**src/rtl/vtc_pkg.sv**
```systemverilog
package vtc_pkg;

    localparam int KEYS   = 4;              // select lines, also host code width
    localparam int CHANS  = KEYS + 1;       // select lines plus sequence/strobe
    localparam int SEQ_CH = KEYS;           // channel index of the strobe line
    localparam int GRP_W  = 4;
    localparam int SRC_W  = $clog2(CHANS);

    typedef logic [GRP_W-1:0] grp_t;
    typedef logic [SRC_W-1:0] src_t;

    typedef struct packed {
        logic act;      // a launched group is considered playing
        grp_t grp;      // group being played
        src_t src;      // channel that launched it
        grp_t seq;      // next key-mode sequence group
        logic start;
        grp_t sgrp;
        logic stop;
    } eng_t;

    function automatic grp_t seq_step(grp_t cur, grp_t last, grp_t first, grp_t top);
        if (cur >= last || cur >= top) begin
            return first;
        end
        return cur + grp_t'(1);
    endfunction

endpackage

```
**src/rtl/vtc_deb_chan.sv**
```systemverilog
module vtc_deb_chan #(
    parameter int CNT_W = 7
) (
    input  logic             clk,
    input  logic             rst_n,
    input  logic             tick_i,
    input  logic             clr_i,
    input  logic             raw_i,
    input  logic [CNT_W-1:0] thr_i,
    output logic             level_o,
    output logic             rise_o
);

    typedef struct packed {
        logic             s1;
        logic             s2;
        logic [CNT_W-1:0] cnt;
        logic             lvl;
        logic             rise;
    } deb_t;

    deb_t st_d, st_q;

    always_comb begin
        st_d      = st_q;
        st_d.s1   = raw_i;
        st_d.s2   = st_q.s1;
        st_d.rise = 1'b0;
        if (clr_i) begin
            st_d.cnt = '0;
            st_d.lvl = 1'b0;
        end else if (st_q.s2 == st_q.lvl) begin
            st_d.cnt = '0;
        end else if (tick_i) begin
            if ((st_q.cnt + CNT_W'(1)) >= thr_i) begin
                st_d.lvl  = st_q.s2;
                st_d.rise = st_q.s2;
                st_d.cnt  = '0;
            end else begin
                st_d.cnt = st_q.cnt + CNT_W'(1);
            end
        end
    end

    always_ff @(posedge clk or negedge rst_n) begin
        if (!rst_n) begin
            st_q <= '0;
        end else begin
            st_q <= st_d;
        end
    end

    assign level_o = st_q.lvl;
    assign rise_o  = st_q.rise;

    // the filtered level only moves on a tick (or a clear)
    p_filter_on_tick_r5: assert property (@(posedge clk) disable iff (!rst_n)
        (!tick_i && !clr_i) |=> $stable(level_o));

endmodule

```
**src/rtl/vtc_req_dec.sv**
```systemverilog
module vtc_req_dec
    import vtc_pkg::*;
#(
    parameter int NUM_GROUPS = 14
) (
    input  logic [CHANS-1:0] lvl_i,
    input  logic [CHANS-1:0] rise_i,
    input  logic             cpu_mode_i,
    input  grp_t             seq_grp_i,
    output logic             req_vld_o,
    output grp_t             req_grp_o,
    output src_t             req_src_o,
    output logic             req_seq_o
);

    logic [KEYS-1:0] code;

    always_comb begin
        req_vld_o = 1'b0;
        req_grp_o = '0;
        req_src_o = '0;
        req_seq_o = 1'b0;
        code      = lvl_i[KEYS-1:0];
        if (cpu_mode_i) begin
            if (rise_i[SEQ_CH] && (int'(code) < NUM_GROUPS)) begin
                req_vld_o = 1'b1;
                req_grp_o = grp_t'(int'(code) + 1);
                req_src_o = src_t'(SEQ_CH);
            end
        end else begin
            if (rise_i[SEQ_CH]) begin
                req_vld_o = 1'b1;
                req_grp_o = seq_grp_i;
                req_src_o = src_t'(SEQ_CH);
                req_seq_o = 1'b1;
            end
            // descending scan so the lowest line is assigned last and wins
            for (int j = KEYS - 1; j >= 0; j--) begin
                if (rise_i[j]) begin
                    req_vld_o = 1'b1;
                    req_grp_o = grp_t'(j + 1);
                    req_src_o = src_t'(j);
                    req_seq_o = 1'b0;
                end
            end
        end
    end

endmodule

```
**src/rtl/vtc_play_ctrl.sv**
```systemverilog
module vtc_play_ctrl
    import vtc_pkg::*;
#(
    parameter int NUM_GROUPS    = 14,
    parameter int FIRST_SEQ_GRP = 5
) (
    input  logic                  clk,
    input  logic                  rst_n,
    input  logic                  irp_i,
    input  logic                  req_vld_i,
    input  grp_t                  req_grp_i,
    input  src_t                  req_src_i,
    input  logic                  req_seq_i,
    input  logic [CHANS-1:0]      lvl_i,
    input  logic [NUM_GROUPS-1:0] edge_i,
    input  logic [NUM_GROUPS-1:0] hold_i,
    input  logic [NUM_GROUPS-1:0] retrig_i,
    input  grp_t                  last_grp_i,
    input  logic                  grp_end_i,
    output grp_t                  seq_grp_o,
    output logic                  start_o,
    output grp_t                  start_grp_o,
    output logic                  stop_o
);

    localparam grp_t FIRST = grp_t'(FIRST_SEQ_GRP);
    localparam grp_t TOP   = grp_t'(NUM_GROUPS);

    function automatic logic opt_of(logic [NUM_GROUPS-1:0] v, grp_t g);
        if (g == '0 || int'(g) > NUM_GROUPS) begin
            return 1'b0;
        end
        return v[int'(g) - 1];
    endfunction

    eng_t st_d, st_q;
    logic cur_edge, cur_hold, cur_retrig, src_lvl, take;

    always_comb begin
        cur_edge   = opt_of(edge_i,   st_q.grp);
        cur_hold   = opt_of(hold_i,   st_q.grp);
        cur_retrig = opt_of(retrig_i, st_q.grp);
        src_lvl    = (int'(st_q.src) < CHANS) ? lvl_i[st_q.src] : 1'b0;
        take       = 1'b0;

        st_d       = st_q;
        st_d.start = 1'b0;
        st_d.stop  = 1'b0;

        if (irp_i) begin
            st_d.act  = 1'b0;
            st_d.grp  = '0;
            st_d.src  = '0;
            st_d.seq  = FIRST;
            st_d.stop = 1'b1;
        end else if (st_q.act) begin
            if (cur_hold && !src_lvl) begin
                st_d.act  = 1'b0;
                st_d.stop = 1'b1;
            end else if (req_vld_i && cur_retrig) begin
                take = 1'b1;
            end else if (grp_end_i) begin
                if (!cur_edge && src_lvl) begin
                    st_d.start = 1'b1;
                    st_d.sgrp  = st_q.grp;
                end else begin
                    st_d.act = 1'b0;
                end
            end
        end else if (req_vld_i) begin
            take = 1'b1;
        end

        if (take) begin
            st_d.act   = 1'b1;
            st_d.grp   = req_grp_i;
            st_d.src   = req_src_i;
            st_d.start = 1'b1;
            st_d.sgrp  = req_grp_i;
            if (req_seq_i) begin
                st_d.seq = seq_step(st_q.seq, last_grp_i, FIRST, TOP);
            end
        end
    end

    always_ff @(posedge clk or negedge rst_n) begin
        if (!rst_n) begin
            st_q     <= '0;
            st_q.seq <= FIRST;
        end else begin
            st_q <= st_d;
        end
    end

    assign seq_grp_o   = st_q.seq;
    assign start_o     = st_q.start;
    assign start_grp_o = st_q.sgrp;
    assign stop_o      = st_q.stop;

    p_irp_stops_r11: assert property (@(posedge clk) disable iff (!rst_n)
        irp_i |=> (stop_o && !start_o));

    p_grp_in_range_r4: assert property (@(posedge clk) disable iff (!rst_n)
        start_o |-> (start_grp_o != '0 && int'(start_grp_o) <= NUM_GROUPS));

    p_nonretrig_r10: assert property (@(posedge clk) disable iff (!rst_n)
        (st_q.act && !cur_retrig && !irp_i) |=> (!start_o || start_grp_o == $past(st_q.grp)));

    p_hold_release_r6: assert property (@(posedge clk) disable iff (!rst_n)
        (st_q.act && cur_hold && !src_lvl && !irp_i) |=> stop_o);

    p_unhold_no_stop_r7: assert property (@(posedge clk) disable iff (!rst_n)
        (st_q.act && !cur_hold && !irp_i) |=> !stop_o);

    p_seq_range_r2: assert property (@(posedge clk) disable iff (!rst_n)
        (seq_grp_o >= FIRST && seq_grp_o <= TOP));

endmodule

```
**src/rtl/voice_trig_ctrl.sv**
```systemverilog
module voice_trig_ctrl
    import vtc_pkg::*;
#(
    parameter int NUM_GROUPS    = 14,
    parameter int KEY_DEB_TICKS = 126,
    parameter int CPU_DEB_TICKS = 1,
    parameter int FIRST_SEQ_GRP = 5
) (
    input  logic                  clk,
    input  logic                  rst_n,
    input  logic                  tick_i,
    input  logic [3:0]            trig_i,
    input  logic                  seq_i,
    input  logic                  irp_i,
    input  logic                  cpu_mode_i,
    input  logic [NUM_GROUPS-1:0] grp_edge_i,
    input  logic [NUM_GROUPS-1:0] grp_hold_i,
    input  logic [NUM_GROUPS-1:0] grp_retrig_i,
    input  logic [3:0]            last_grp_i,
    input  logic                  grp_end_i,
    output logic                  start_o,
    output logic [3:0]            start_grp_o,
    output logic                  stop_o
);

    localparam int MAX_DEB = (KEY_DEB_TICKS > CPU_DEB_TICKS) ? KEY_DEB_TICKS : CPU_DEB_TICKS;
    localparam int CNT_W   = $clog2(MAX_DEB + 1);

    typedef struct packed {
        logic s1;
        logic s2;
    } irp_sync_t;

    irp_sync_t irp_d, irp_q;

    always_comb begin
        irp_d.s1 = irp_i;
        irp_d.s2 = irp_q.s1;
    end

    always_ff @(posedge clk or negedge rst_n) begin
        if (!rst_n) begin
            irp_q <= '0;
        end else begin
            irp_q <= irp_d;
        end
    end

    logic [CNT_W-1:0] thr;
    logic [CHANS-1:0] raw, lvl, rise;

    assign thr = cpu_mode_i ? CNT_W'(CPU_DEB_TICKS) : CNT_W'(KEY_DEB_TICKS);
    assign raw = {seq_i, trig_i};

    for (genvar c = 0; c < CHANS; c++) begin : g_chan
        vtc_deb_chan #(
            .CNT_W (CNT_W)
        ) deb_i (
            .clk     (clk),
            .rst_n   (rst_n),
            .tick_i  (tick_i),
            .clr_i   (irp_q.s2),
            .raw_i   (raw[c]),
            .thr_i   (thr),
            .level_o (lvl[c]),
            .rise_o  (rise[c])
        );
    end

    grp_t seq_grp, req_grp;
    src_t req_src;
    logic req_vld, req_seq;

    vtc_req_dec #(
        .NUM_GROUPS (NUM_GROUPS)
    ) dec_i (
        .lvl_i      (lvl),
        .rise_i     (rise),
        .cpu_mode_i (cpu_mode_i),
        .seq_grp_i  (seq_grp),
        .req_vld_o  (req_vld),
        .req_grp_o  (req_grp),
        .req_src_o  (req_src),
        .req_seq_o  (req_seq)
    );

    vtc_play_ctrl #(
        .NUM_GROUPS    (NUM_GROUPS),
        .FIRST_SEQ_GRP (FIRST_SEQ_GRP)
    ) eng_i (
        .clk         (clk),
        .rst_n       (rst_n),
        .irp_i       (irp_q.s2),
        .req_vld_i   (req_vld),
        .req_grp_i   (req_grp),
        .req_src_i   (req_src),
        .req_seq_i   (req_seq),
        .lvl_i       (lvl),
        .edge_i      (grp_edge_i),
        .hold_i      (grp_hold_i),
        .retrig_i    (grp_retrig_i),
        .last_grp_i  (last_grp_i),
        .grp_end_i   (grp_end_i),
        .seq_grp_o   (seq_grp),
        .start_o     (start_o),
        .start_grp_o (start_grp_o),
        .stop_o      (stop_o)
    );

endmodule

```
**config.mk**
```make
export PLATFORM = sky130hd
export DESIGN_NAME = voice_trig_ctrl
export DESIGN_NICKNAME = d
export VERILOG_FILES = /design/src/rtl/vtc_pkg.sv /design/src/rtl/vtc_deb_chan.sv /design/src/rtl/vtc_req_dec.sv /design/src/rtl/vtc_play_ctrl.sv /design/src/rtl/voice_trig_ctrl.sv
export SDC_FILE = /design/constraint.sdc
export NUM_CORES = 1
export LEC_CHECK = 0
export BUFFER_PORTS_ARGS = -buffer_cell sky130_fd_sc_hd__buf_2
export CORE_UTILIZATION = 64
export DETAILED_ROUTE_END_ITERATION = 6
export PLACE_DENSITY = 0.86
export SLEW_MARGIN = 20
export SYNTH_ARGS = -nofsm -noshare
export SYNTH_HDL_FRONTEND = slang
export SYNTH_HIERARCHICAL = 1
export SYNTH_SLANG_ARGS = --single-unit
```
**constraint.sdc**
```tcl
create_clock -name clk -period 7.6 [get_ports clk]
set_input_delay 1.52 -clock clk [delete_from_list [all_inputs] [get_ports clk]]
set_output_delay 1.52 -clock clk [all_outputs]
set_load 0.02 [all_outputs]
```
==> qor.txt, run 1 <==
Total gr overflow -> 0
RSZ-0062 raised after global routing -> no
Pre-CTS setup slack -> 3.43 ns
Number of enable-type register cells in the synthesized netlist -> 0
Clock latency on the worst-skew pair -> 0.35 ns
First-iteration detailed-routing DRC count -> 217
Reg clk slew, reported paths -> 0.08 ns
Biggest fanout along the worst timing path -> 28
DIE AREA -> 8880 um^2
Top Ports -> 63
Worst-case clock skew -> 0.00815 ns
Source of the worst register-to-register timing path -> eng_i/st_q[13]$_DFFE_PN0P_
DP HPWL -> 8.06 mm
Total number of nets in the final design -> 702
Most Crowded Layer GR -> met2
Height of the chip -> 94.3 um
Hold-fix buffers at CTS -> 0
DRC violations left -> 0
Async SR Flop Fraction -> 1.00
Endpoint type of the worst setup path -> flop
Clock root cell -> sky130_fd_sc_hd__clkbuf_8
Met3 track demand over resource -> 0.0477
Post-Synthesis Cell Area -> 5450 um^2
Setup-failing EPs final -> 0
Leading cell types in the layout, fill and taps excluded -> sky130_fd_sc_hd__dfrtp_1, sky130_fd_sc_hd__buf_2, sky130_fd_sc_hd__inv_1
Initial cell density of the core -> 0.663
Type of element launching the critical path -> flop
Clock buffers created by TritonCTS -> 9
Number of antenna violations at the first check in global routing -> 0
Ys flop type -> sky130_fd_sc_hd__dfrtp_1
# rows -> 33
Warnings from Yosys -> 6
Total Neg Setup Slack -> 0 ns
Antenna viol nets, final -> 0
Weighted congestion reported at the end of routability-driven placement -> 0.824
Number of cells on the worst reg-to-reg path -> 9
Horiz. Die Dim -> 94.3 um
Fill count -> 585
Synthesis-to-finish area growth -> 9.65%
Inserted Diodes -> 0
Signal arrival time at the worst endpoint -> 4.50 ns
Reg2reg setup slack -> 3.37 ns
Ratio of final minimum period to clock period -> 0.556
Post-synthesis cell type count -> 71
First-pass iteration count of the detailed router -> 4
Critical path origin -> eng_i/st_q[13]$_DFFE_PN0P_
Number of max-slew violations in the final report -> 0
Worst rel slew slack -> 0.375
Post-route minimum period -> 4.23 ns
Number of gates resized after CTS -> 0
Required @ worst endpoint -> 7.87 ns
Synth Net Count -> 644
Post-detailed-route wirelength per cell -> 15.3 um
Total wire length -> 10.8 mm
TritonCTS sink count -> 75
Most common cell after layout, fill and taps aside -> sky130_fd_sc_hd__dfrtp_1
Pwr/cell area -> 132 nW/um^2
Gate Count Post-Synth -> 538
Pin count of the biggest net entering global routing -> 76
Worst voltage drop across the vdd grid -> 0.0997 mV
Layout cell share with drive strength beyond 1 -> 0.198
Number of port buffers -> 62
Final worst slack -> 3.37 ns
CTS tree -> yes
Leakage power -> 2.85 nW
Max clock buf depth -> 2
Detailed-route vias per instance -> 6.03
Sequential element share of the synthesized area -> 0.345
Met2 Resource Use GR -> 0.478
Number of max-cap violations -> 0
Critical path destination -> eng_i/seq_grp_o[0]$_DFF_PN1_
Total core area -> 8220 um^2
Average cell area after synthesis -> 10.1 um^2
Number of synthesized register bits -> 75
RR Endpoint -> eng_i/seq_grp_o[0]$_DFF_PN1_
Overall Power -> 788 uW
All-Layer GR Usage -> 0.264
Count of endpoints failing hold in the final timing report -> 0
Achievable clock frequency -> 237 MHz
Class of the tightest hold or removal check -> reg -> reg
Vias after detailed routing -> 4,257
Wire length of the first global-routing pass -> 18.7 mm
Met1 track demand over resource in global routing -> 0.309
Actual transition at the worst max-transition pin -> 0.938 ns
Start-to-end type of the worst setup path -> reg -> reg
Max H-tree Level -> 3
Result of the run -> completed
Post-CTS setup buffers -> 0
Number of global-route vias before repair -> 4,417
## cell usage after synthesis (all sizes together) (3+ instances only)
library cell,instances,area (um^2)
dfrtp,73,1830
inv,50,188
ha,49,613
nand2,40,153
a32o,25,251
nor2,25,93.8
o21ai,24,120
a21oi,20,104
nand3,19,95.1
nor3b,18,191
xnor2,18,165
mux2i,16,160
buf,14,110
nand2b,14,87.6
nand3b,11,82.6
xor2,11,104
a211oi,10,105
nor3,8,45.0
a21o,7,60.1
and3,7,43.8
nor2b,7,43.8
a21bo,5,50.1
mux2,5,56.3
mux4,5,128
nor4b,5,58.8
o211a,5,57.6
o221a,5,56.3
and4,4,35.0
o22ai,4,31.3
clkbuf,3,11.3
nand4,3,18.8
or4,3,30.0
## registers in the layout, summed over array words and instances (netlist names), 4 cells and up
name / count
g_chan.deb_i/rise_o: 5
eng_i/seq_grp_o: 4
eng_i/st_q: 8
eng_i/start_grp_o: 4
g_chan.deb_i/st_d: 5
g_chan.deb_i/st_q: 40
g_chan.deb_i/level_o: 5
## through the flow
stage                     area (um^2)  hold WS [ns]  std cells   util
after floorplan                  5450         0.331        538      -
after global placement           5780         0.332        690  0.704
after detailed placement         5780         0.335        690  0.704
after CTS                        5970         0.353        706  0.727
after global routing             5970         0.367        706  0.727
final                            5970         0.352        706  0.727
## layout make-up
class                   count  area, um^2  share of cell area
repair buffers             64         325              0.0545
clock inverters             3        21.3             0.00356
inverters                  51         191              0.0320
clock buffers              13         169              0.0283
multi-input cells         395        3260               0.545
flip-flops and latches     75        1880               0.315
well taps                 105         131              0.0220
## kinds of logic (layout without fill, tap and decap cells)
| group | after synthesis | after routing | synth area share |
|---|---|---|---|
| AO/OA/AOI/OAI | 122 | 122 | 0.185 |
| XOR/XNOR | 29 | 29 | 0.0494 |
| adder cells (fa/ha/maj) | 49 | 49 | 0.113 |
| buffers and inverters | 68 | 131 | 0.0574 |
| flip-flops | 75 | 75 | 0.345 |
| multiplexers | 26 | 26 | 0.0632 |
| AND/OR/NAND/NOR | 169 | 169 | 0.187 |
## worst min path at each step
stage,cells after the start,slack [ns],startpoint,endpoint
CTS,0,0.35,g_chan[4].deb_i/st_d[9]$_DFF_PN0_,g_chan[4].deb_i/st_q[9]$_DFF_PN0_
detailed placement,0,0.33,g_chan[4].deb_i/st_d[9]$_DFF_PN0_,g_chan[4].deb_i/st_q[9]$_DFF_PN0_
global placement,0,0.33,g_chan[4].deb_i/st_d[9]$_DFF_PN0_,g_chan[4].deb_i/st_q[9]$_DFF_PN0_
finish,0,0.35,g_chan[4].deb_i/st_d[9]$_DFF_PN0_,g_chan[4].deb_i/st_q[9]$_DFF_PN0_
floorplan,0,0.33,g_chan[0].deb_i/st_d[9]$_DFF_PN0_,g_chan[0].deb_i/st_q[9]$_DFF_PN0_
global route,0,0.37,g_chan[3].deb_i/st_d[9]$_DFF_PN0_,g_chan[3].deb_i/st_q[9]$_DFF_PN0_
## per-layer routing
layer | wire length, um | share of wire
met5 | 0 | 0
met2 | 5620 | 0.52
met1 | 4760 | 0.44
met3 | 295 | 0.027
met4 | 110 | 0.010
## worst max-delay path: stages, from the launching register on
cell and delay, ns:
sky130_fd_sc_hd__dfrtp_1 0.96, sky130_fd_sc_hd__inv_1 0.21, sky130_fd_sc_hd__ha_1 0.34, sky130_fd_sc_hd__xnor2_2 0.57, sky130_fd_sc_hd__mux2_2 0.40, sky130_fd_sc_hd__a41oi_1 0.32, sky130_fd_sc_hd__a2111oi_4 0.07, sky130_fd_sc_hd__o22ai_2 0.65
sky130_fd_sc_hd__nand3_1 0.29, sky130_fd_sc_hd__mux2_2 0.34
## power breakdown
group | internal, mW | switching [mW]
clock network | 0.146 | 0.145
logic | 0.0351 | 0.0500
registers | 0.406 | 0.00599
Note: power is estimated with default switching activity, not from simulation.
==> run 2, diff against run 1 <==
Settings changed: ABC_AREA set to 1, CORE_UTILIZATION 64 to 60, PLACE_DENSITY 0.86 to 0.81.
Clock period 7.6 ns to 4.2 ns, I/O delays scaled along.
==> run 2 against run 1 <==
Worst setup slack worse by 2.1 ns. Synthesized area rose by 11%. Final area rose by 12%. Register-to-register slack got worse by 2.1 ns. Critical path depth increased by 6. Clock skew grew 0.00079 ns. Global-route usage fell by 1.4 points. Highest routed layer unchanged. Total power increased by 92%.
==> qor.txt, run 2 <==
Number of max-cap violations -> 0 (unchanged)
DIE AREA -> 10,500 um^2 (was 8880 um^2)
Leakage power -> 3.90 nW (was 2.85 nW)
Inserted Diodes -> 0 (unchanged)
Most common cell after layout, fill and taps aside -> sky130_fd_sc_hd__nand2_1 (was sky130_fd_sc_hd__dfrtp_1)
DRC violations left -> 0 (unchanged)
Max clock buf depth -> 2 (unchanged)
Number of global-route vias before repair -> 4,995 (was 4,417)
Result of the run -> completed (unchanged)
Number of synthesized register bits -> 75 (unchanged)
Number of enable-type register cells in the synthesized netlist -> 0 (unchanged)
Top Ports -> 63 (unchanged)
RSZ-0062 raised after global routing -> no (unchanged)
Total gr overflow -> 0 (unchanged)
Signal arrival time at the worst endpoint -> 3.21 ns (was 4.50 ns)
Wire length of the first global-routing pass -> 20.9 mm (was 18.7 mm)
Clock buffers created by TritonCTS -> 9 (unchanged)
Setup-failing EPs final -> 0 (unchanged)
Number of flip-flops under the largest register name -> 40 (unchanged)
Clock root cell -> sky130_fd_sc_hd__clkbuf_8 (unchanged)
Required @ worst endpoint -> 4.44 ns (was 7.87 ns)
Post-detailed-route wirelength per cell -> 11.0 um (was 15.3 um)
Largest registers in the final layout -> g_chan.deb_i/st_q (40), eng_i/st_q (8) (unchanged)
Post-route minimum period -> 2.97 ns (was 4.23 ns)
Async SR Flop Fraction -> 1.00 (unchanged)
Total wire length -> 12.2 mm (was 10.8 mm)
Type of element launching the critical path -> flop (unchanged)
First-pass iteration count of the detailed router -> 5 (was 4)
Number of port buffers -> 62 (unchanged)
Cell count after placement -> 1,091 (was 690)
# rows -> 36 (was 33)
Post-Synthesis Cell Area -> 6060 um^2 (was 5450 um^2)
Horiz. Die Dim -> 103 um (was 94.3 um)
Leading area contributor after synthesis -> sky130_fd_sc_hd__dfrtp_1 (unchanged)
Final standard cell count with taps included and fillers excluded -> 1,107 (was 706)
Class of the tightest hold or removal check -> reg -> reg (unchanged)
Pin count of the biggest net entering global routing -> 76 (unchanged)
Number of cells on the worst reg-to-reg path -> 15 (was 9)
Fraction of post-synthesis cell area in the top cell type by area -> 0.301 (was 0.335)
Average cell area after synthesis -> 6.67 um^2 (was 10.1 um^2)
Actual transition at the worst max-transition pin -> 0.957 ns (was 0.938 ns)
Number of max-slew violations in the final report -> 0 (unchanged)
Post-CTS setup buffers -> 0 (unchanged)
Leading cell types in the layout, fill and taps excluded -> sky130_fd_sc_hd__nand2_1, sky130_fd_sc_hd__inv_1, sky130_fd_sc_hd__nand3_1 (was sky130_fd_sc_hd__dfrtp_1, sky130_fd_sc_hd__buf_2, sky130_fd_sc_hd__inv_1)
Source of the worst register-to-register timing path -> eng_i/st_q[13]$_DFFE_PN0P_ (unchanged)
Endpoint type of the worst setup path -> flop (unchanged)
Number of antenna violations at the first check in global routing -> 0 (unchanged)
Sequential element share of the synthesized area -> 0.310 (was 0.345)
Ratio of final minimum period to clock period -> 0.708 (was 0.556)
Biggest fanout along the worst timing path -> 26 (was 28)
CTS tree -> yes (unchanged)
Hold-fix buffers at CTS -> 0 (unchanged)
Pwr/cell area -> 226 nW/um^2 (was 132 nW/um^2)
Endpoint with the worst hold slack -> g_chan[1].deb_i/st_q[9]$_DFF_PN0_ (was g_chan[4].deb_i/st_q[9]$_DFF_PN0_)
Vias after detailed routing -> 5,542 (was 4,257)
Achievable clock frequency -> 336 MHz (was 237 MHz)
Most area-consuming cells after synthesis -> sky130_fd_sc_hd__dfrtp_1, sky130_fd_sc_hd__nand2_1, sky130_fd_sc_hd__inv_1, sky130_fd_sc_hd__ha_1, sky130_fd_sc_hd__nand3_1 (was sky130_fd_sc_hd__dfrtp_1, sky130_fd_sc_hd__ha_1, sky130_fd_sc_hd__a32o_1, sky130_fd_sc_hd__inv_1, sky130_fd_sc_hd__mux2i_1)
Synth Net Count -> 1,015 (was 644)
Warnings from Yosys -> 6 (unchanged)
Ys flop type -> sky130_fd_sc_hd__dfrtp_1 (unchanged)
Post-synthesis cell type count -> 31 (was 71)
Worst-case clock skew -> 0.00894 ns (was 0.00815 ns)
Synthesis-to-finish area growth -> 10.0% (was 9.65%)
Hold Startpoint -> g_chan[1].deb_i/st_d[9]$_DFF_PN0_ (was g_chan[4].deb_i/st_d[9]$_DFF_PN0_)
Weighted congestion reported at the end of routability-driven placement -> 0.875 (was 0.824)
Total Neg Setup Slack -> 0 ns (unchanged)
Clock latency on the worst-skew pair -> 0.35 ns (about the same)
Detailed-route vias per instance -> 5.01 (was 6.03)
Reg2reg setup slack -> 1.23 ns (was 3.37 ns)
Total number of nets in the final design -> 1,075 (was 702)
Gate Count Post-Synth -> 909 (was 538)
Worst rel slew slack -> 0.362 (was 0.375)
Start-to-end type of the worst setup path -> reg -> reg (unchanged)
Number of gates resized after CTS -> 0 (unchanged)
Synth cell count leaders -> sky130_fd_sc_hd__nand2_1, sky130_fd_sc_hd__inv_1, sky130_fd_sc_hd__nand3_1 (was sky130_fd_sc_hd__dfrtp_1, sky130_fd_sc_hd__inv_1, sky130_fd_sc_hd__ha_1)
Worst voltage drop across the vdd grid -> 0.192 mV (was 0.0997 mV)
Total core area -> 9770 um^2 (was 8220 um^2)
RR Endpoint -> eng_i/start_grp_o[0]$_DFFE_PN0P_ (was eng_i/seq_grp_o[0]$_DFF_PN1_)
Reg clk slew, reported paths -> 0.08 ns (about the same)
Layout cell share with drive strength beyond 1 -> 0.124 (was 0.198)
Antenna viol nets, final -> 0 (unchanged)
Most repeated cell in the gate-level netlist after synthesis -> sky130_fd_sc_hd__nand2_1 (was sky130_fd_sc_hd__dfrtp_1)
Count of endpoints failing hold in the final timing report -> 0 (unchanged)
Max H-tree Level -> 3 (unchanged)
First-iteration detailed-routing DRC count -> 208 (was 217)
Height of the chip -> 103 um (was 94.3 um)
All-Layer GR Usage -> 0.249 (was 0.264)
Cell depth of the worst hold path -> 0 (unchanged)
DP HPWL -> 9.27 mm (was 8.06 mm)
Most flops, register -> g_chan.deb_i/st_q (unchanged)
TritonCTS sink count -> 75 (unchanged)
Initial cell density of the core -> 0.620 (was 0.663)
run 2: cell types whose count changed in the layout (fill, tap and decap cells not counted), sizes merged, moves of 10 or more:
cell    delta
nand2    +258
inv      +126
nand3     +89
nor2      +57
a32o      -25
o21bai    +21
nor3b     -17
mux2i     -16
xnor2     -16
nand2b    -14
nand4     +13
a211oi    -10
xor2      -10
run 2: through the flow:
step / instance area, um^2 / util / setup slack [ns] / power (mW) / hold WS (ns)
2_1_floorplan: 6060 / - / 1.83 / 0.845 / 0.331
3_3_place_gp: 6450 / 0.660 / 1.33 / 0.909 / 0.331
3_5_place_dp: 6450 / 0.660 / 1.26 / 0.911 / 0.336
4_1_cts: 6670 / 0.683 / 1.24 / 1.52 / 0.353
5_1_grt: 6670 / 0.683 / 0.853 / 1.58 / 0.354
6_report: 6670 / 0.683 / 1.23 / 1.51 / 0.349
run 2: worst max-delay path by stage:
stage	start	endpoint	slack, ns
floorplan	cpu_mode_i	g_chan[0].deb_i/level_o$_DFFE_PN0P_	1.83
global placement	eng_i/st_q[13]$_DFFE_PN0P_	eng_i/start_grp_o[1]$_DFFE_PN0P_	1.33
detailed placement	eng_i/st_q[13]$_DFFE_PN0P_	eng_i/start_grp_o[0]$_DFFE_PN0P_	1.26
CTS	eng_i/st_q[13]$_DFFE_PN0P_	eng_i/start_grp_o[0]$_DFFE_PN0P_	1.24
global route	eng_i/st_q[13]$_DFFE_PN0P_	eng_i/seq_grp_o[1]$_DFF_PN0_	0.85
finish	eng_i/st_q[13]$_DFFE_PN0P_	eng_i/start_grp_o[0]$_DFFE_PN0P_	1.23
run 2: cells by family after synthesis:
kind of cell / Yosys count / synth area share
and+or+nand+nor: 514 / 0.381
buffers and inverters: 195 / 0.130
DFF: 75 / 0.310
AOI/OAI and AO/OA: 73 / 0.0731
adders and majority gates: 49 / 0.101
xor gates and xnor gates: 3 / 0.00433
run 2: where the power goes:
group          total (mW)  switching [mW]  internal (mW)
Combinational       0.155          0.0985         0.0565
Sequential          0.741         0.00936          0.731
Clock               0.615           0.283          0.332
run 2: area by class of cell:
type	count	area, um^2
clock buffers	9	124
clock inverters	7	92.6
fillers	872	3100
inverters	177	664
multi-input cells	639	3390
flip-flops and latches	75	1880
well taps	133	166
repair buffers	67	350
run 2: routing by layer:
layer  routed length [um]  track usage  share of wire
met1                 5840        0.316           0.48
met2                 5720        0.439           0.47
met3                  420       0.0393          0.035
met4                  189       0.0725          0.016
met5                    0            0              0
run 2: critical path: stages (launching register included):
cell and delay (ns):
sky130_fd_sc_hd__dfrtp_1 0.78, sky130_fd_sc_hd__inv_2 0.04, sky130_fd_sc_hd__buf_4 0.22, sky130_fd_sc_hd__ha_1 0.30, sky130_fd_sc_hd__buf_4 0.18, sky130_fd_sc_hd__clkinv_1 0.23
sky130_fd_sc_hd__nand3_1 0.15, sky130_fd_sc_hd__nand3_1 0.07, sky130_fd_sc_hd__nand3_1 0.10, sky130_fd_sc_hd__nand2_1 0.06, sky130_fd_sc_hd__nor2_1 0.08, sky130_fd_sc_hd__o21ai_1 0.07
sky130_fd_sc_hd__nand2_1 0.07, sky130_fd_sc_hd__nand2_1 0.22, sky130_fd_sc_hd__nand3_1 0.18, sky130_fd_sc_hd__nand3_1 0.08
==> run 3, diff against run 2 <==
Settings changed: CORE_UTILIZATION 60 to 55, PLACE_DENSITY 0.81 to 0.78.
Clock period 4.2 ns to 2.4 ns, I/O delays scaled along.
==> run 3 against run 2 <==
Hold slack got worse by 0.27 ns. Clock skew increased by 0.0043 ns. Fmax increased by 35%. Combinational power increased by 90%. Non-clock buffer count increased by 12. Clock-buffer cell count increased by 5. Sequential power increased by 74%. Clock power increased by 42%. Worst setup slack got worse by 1.0 ns. Register-to-register slack got worse by 1.0 ns. Total power increased by 63%. Global-route usage decreased by 1.3 points. Critical endpoint is now g_chan[1].deb_i/level_o$_DFFE_PN0P_. Highest routed layer unchanged.
==> qor.txt, run 3 (same netlist as run 2, synthesis figures left out) <==
Max clock buf depth -> 2 (unchanged)
Worst-case clock skew -> 0.0133 ns (was 0.00894 ns)
TritonCTS sink count -> 75 (unchanged)
Number of max-slew violations in the final report -> 0 (unchanged)
Class of the tightest hold or removal check -> in -> async (was reg -> reg)
Endpoint type of the worst setup path -> flop (unchanged)
Worst voltage drop across the vdd grid -> 0.260 mV (was 0.192 mV)
Metal3 WL -> 444 um (was 420 um)
Pin count of the biggest net entering global routing -> 33 (was 76)
Library cell contributing the largest single delay on the critical path -> sky130_fd_sc_hd__dfrtp_2 (was sky130_fd_sc_hd__dfrtp_1)
Worst rel slew slack -> 0.701 (was 0.362)
Top Ports -> 63 (unchanged)
Total gr overflow -> 0 (unchanged)
Hold-fix buffers at CTS -> 0 (unchanged)
Signal arrival time at the worst endpoint -> 2.44 ns (was 3.21 ns)
RR Endpoint -> g_chan[1].deb_i/level_o$_DFFE_PN0P_ (was eng_i/start_grp_o[0]$_DFFE_PN0P_)
Inserted Diodes -> 0 (unchanged)
Number of antenna violations at the first check in global routing -> 0 (unchanged)
Final core area utilization -> 0.647 (was 0.683)
Met2 WL post-DR -> 5.86 mm (was 5.72 mm)
Number of port buffers -> 62 (unchanged)
DP HPWL -> 9.81 mm (was 9.27 mm)
Max H-tree Level -> 3 (unchanged)
Reg clk slew, reported paths -> 0.07 ns (was 0.08 ns)
Number of max-cap violations -> 0 (unchanged)
Ratio of final minimum period to clock period -> 0.919 (was 0.708)
Biggest fanout along the worst timing path -> 7 (was 26)
CTS tree -> yes (unchanged)
Clock latency on the worst-skew pair -> 0.34 ns (was 0.35 ns)
Largest registers in the final layout -> g_chan.deb_i/st_q (40), eng_i/st_q (8) (unchanged)
Achievable clock frequency -> 453 MHz (was 336 MHz)
Result of the run -> completed (unchanged)
Critical path depth -> 13 (was 15)
Pwr/cell area -> 362 nW/um^2 (was 226 nW/um^2)
# rows -> 37 (was 36)
Total number of nets in the final design -> 1,087 (was 1,075)
Layout cell share with drive strength beyond 1 -> 0.145 (was 0.124)
DRC violations left -> 0 (unchanged)
Leakage power -> 3.95 nW (was 3.90 nW)
Overall Power -> 2.46 mW (was 1.51 mW)
Most flops, register -> g_chan.deb_i/st_q (unchanged)
Horiz. Die Dim -> 107 um (was 103 um)
Setup-failing EPs final -> 0 (unchanged)
Worst path top cell family by delay -> simple AND/OR/NAND/NOR gates (unchanged)
Max layer used -> met4 (unchanged)
Leading cell types in the layout, fill and taps excluded -> sky130_fd_sc_hd__nand2_1, sky130_fd_sc_hd__inv_1, sky130_fd_sc_hd__nand3_1 (unchanged)
Actual transition at the worst max-transition pin -> 0.449 ns (was 0.957 ns)
Antenna viol nets, final -> 0 (unchanged)
Number of buffer and inverter stages on the critical path -> 2 (was 4)
Clock buffers created by TritonCTS -> 9 (unchanged)
Start-to-end type of the worst setup path -> reg -> reg (unchanged)
All-Layer GR Usage -> 0.236 (was 0.249)
Total core area -> 10,500 um^2 (was 9770 um^2)
Wire length of the first global-routing pass -> 22.1 mm (was 20.9 mm)
Post-route minimum period -> 2.21 ns (was 2.97 ns)
Required @ worst endpoint -> 2.64 ns (was 4.44 ns)
Most common cell after layout, fill and taps aside -> sky130_fd_sc_hd__nand2_1 (unchanged)
Weighted congestion reported at the end of routability-driven placement -> 0.892 (was 0.875)
Post-detailed-route wirelength per cell -> 11.2 um (was 11.0 um)
WHS -> 0.0774 ns (was 0.349 ns)
Fill count -> 975 (was 872)
Clock root cell -> sky130_fd_sc_hd__clkbuf_8 (unchanged)
Source of the worst register-to-register timing path -> g_chan[1].deb_i/st_q[2]$_DFFE_PN0P_ (was eng_i/st_q[13]$_DFFE_PN0P_)
Count of endpoints failing hold in the final timing report -> 0 (unchanged)
Number of global-route vias before repair -> 5,130 (was 4,995)
Most used cell, CP -> sky130_fd_sc_hd__nand2_1 (was sky130_fd_sc_hd__nand3_1)
Pre-CTS setup slack -> 0.0388 ns (was 1.26 ns)
Height of the chip -> 107 um (was 103 um)
Delay of the slowest cell on the worst path -> 0.43 ns (was 0.78 ns)
DIE AREA -> 11,400 um^2 (was 10,500 um^2)
Vias after detailed routing -> 5,549 (was 5,542)
Type of element launching the critical path -> flop (unchanged)
Final worst slack -> 0.194 ns (was 1.23 ns)
Ordered list of cells on the worst path -> ha_1 -> nand3_1 -> nor2_1 -> nand3_1 -> nand2_1 -> inv_1 -> ha_1 -> nand2_1 -> inv_1 -> a21oi_2 -> nand2_1 -> nand3_1 -> nand2_1 (was inv_2 -> buf_4 -> ha_1 -> buf_4 -> clkinv_1 -> nand3_1 -> nand3_1 -> nand3_1 -> nand2_1 -> nor2_1 -> o21ai_1 -> nand2_1 -> nand2_1 -> nand3_1 -> nand3_1)
Detailed-route vias per instance -> 4.95 (was 5.01)
Wire length on met1 -> 6.13 mm (was 5.84 mm)
Total wire length -> 12.6 mm (was 12.2 mm)
Cell count after placement -> 1,102 (was 1,091)
Synthesis-to-finish area growth -> 12.2% (was 10.0%)
Initial cell density of the core -> 0.577 (was 0.620)
First-pass iteration count of the detailed router -> 5 (unchanged)
Number of flip-flops under the largest register name -> 40 (unchanged)
Final standard cell count with taps included and fillers excluded -> 1,122 (was 1,107)
Reg2reg setup slack -> 0.19 ns (was 1.23 ns)
Number of cells on the worst reg-to-reg path -> 13 (was 15)
First-iteration detailed-routing DRC count -> 306 (was 208)
run 3: changes by cell type in the layout (fill, tap and decap cells not counted), moves of 3 or more:
cell,delta
sky130_fd_sc_hd__dfrtp_1,-3
sky130_fd_sc_hd__dfrtp_2,+3
sky130_fd_sc_hd__nand2_1,-5
sky130_fd_sc_hd__clkbuf_1,+3
sky130_fd_sc_hd__nand2_2,+5
sky130_fd_sc_hd__buf_4,+9
run 3: worst max-delay path by stage:
stage | start | endpoint | slack [ns]
final | g_chan[1].deb_i/st_q[2]$_DFFE_PN0P_ | g_chan[1].deb_i/level_o$_DFFE_PN0P_ | 0.19
after global routing | g_chan[0].deb_i/st_q[3]$_DFFE_PN0P_ | g_chan[0].deb_i/level_o$_DFFE_PN0P_ | -0.06
after CTS | eng_i/st_q[14]$_DFFE_PN0P_ | eng_i/start_grp_o[3]$_DFFE_PN0P_ | 0.03
after detailed placement | eng_i/st_q[14]$_DFFE_PN0P_ | eng_i/start_grp_o[3]$_DFFE_PN0P_ | 0.04
after global placement | eng_i/st_q[14]$_DFFE_PN0P_ | eng_i/start_grp_o[0]$_DFFE_PN0P_ | 0.13
after floorplan | eng_i/st_q[13]$_DFFE_PN0P_ | eng_i/start_grp_o[0]$_DFFE_PN0P_ | 0.28
run 3: area by class of cell:
type,count,area (um^2),share of cell area
multi-input cells,639,3440,0.505
flip-flops and latches,75,1880,0.277
inverters,177,668,0.0983
repair buffers,79,469,0.0690
well taps,136,170,0.0250
clock buffers,14,163,0.0239
clock inverters,2,10.0,0.00147
run 3: per-stage QoR:
step | area, um^2 | TNS [ns]
2_1_floorplan | 6060 | 0
3_3_place_gp | 6540 | 0
3_5_place_dp | 6540 | 0
4_1_cts | 6720 | 0
5_1_grt | 6800 | -0.0949
6_report | 6800 | 0
run 3: worst register-to-register path, cell delays in order (launching register included):
cell                      delay (ns)
sky130_fd_sc_hd__dfrtp_2        0.43
sky130_fd_sc_hd__ha_1           0.21
sky130_fd_sc_hd__nand3_1        0.12
sky130_fd_sc_hd__nor2_1         0.15
sky130_fd_sc_hd__nand3_1        0.08
sky130_fd_sc_hd__nand2_1        0.09
sky130_fd_sc_hd__inv_1          0.05
sky130_fd_sc_hd__ha_1           0.28
sky130_fd_sc_hd__nand2_1        0.09
sky130_fd_sc_hd__inv_1          0.06
sky130_fd_sc_hd__a21oi_2        0.20
sky130_fd_sc_hd__nand2_1        0.16
sky130_fd_sc_hd__nand3_1        0.12
sky130_fd_sc_hd__nand2_1        0.06
run 3: report_power, final:
part           switching, mW  internal [mW]
registers             0.0133           1.28
clock network          0.445          0.431
logic                  0.181          0.114
run 3: routing by layer:
layer	vias up	GRT usage
li1	2981	-
met1	2442	0.303
met2	108	0.409
met3	18	0.0304
met4	0	0.0812
met5	-	0
run 3: repair_timing:
action / 4_1_cts / 5_1_grt
buffers inserted: 0 / 4
setup endpoints to repair: 0 / 32
resized for setup: 0 / 15
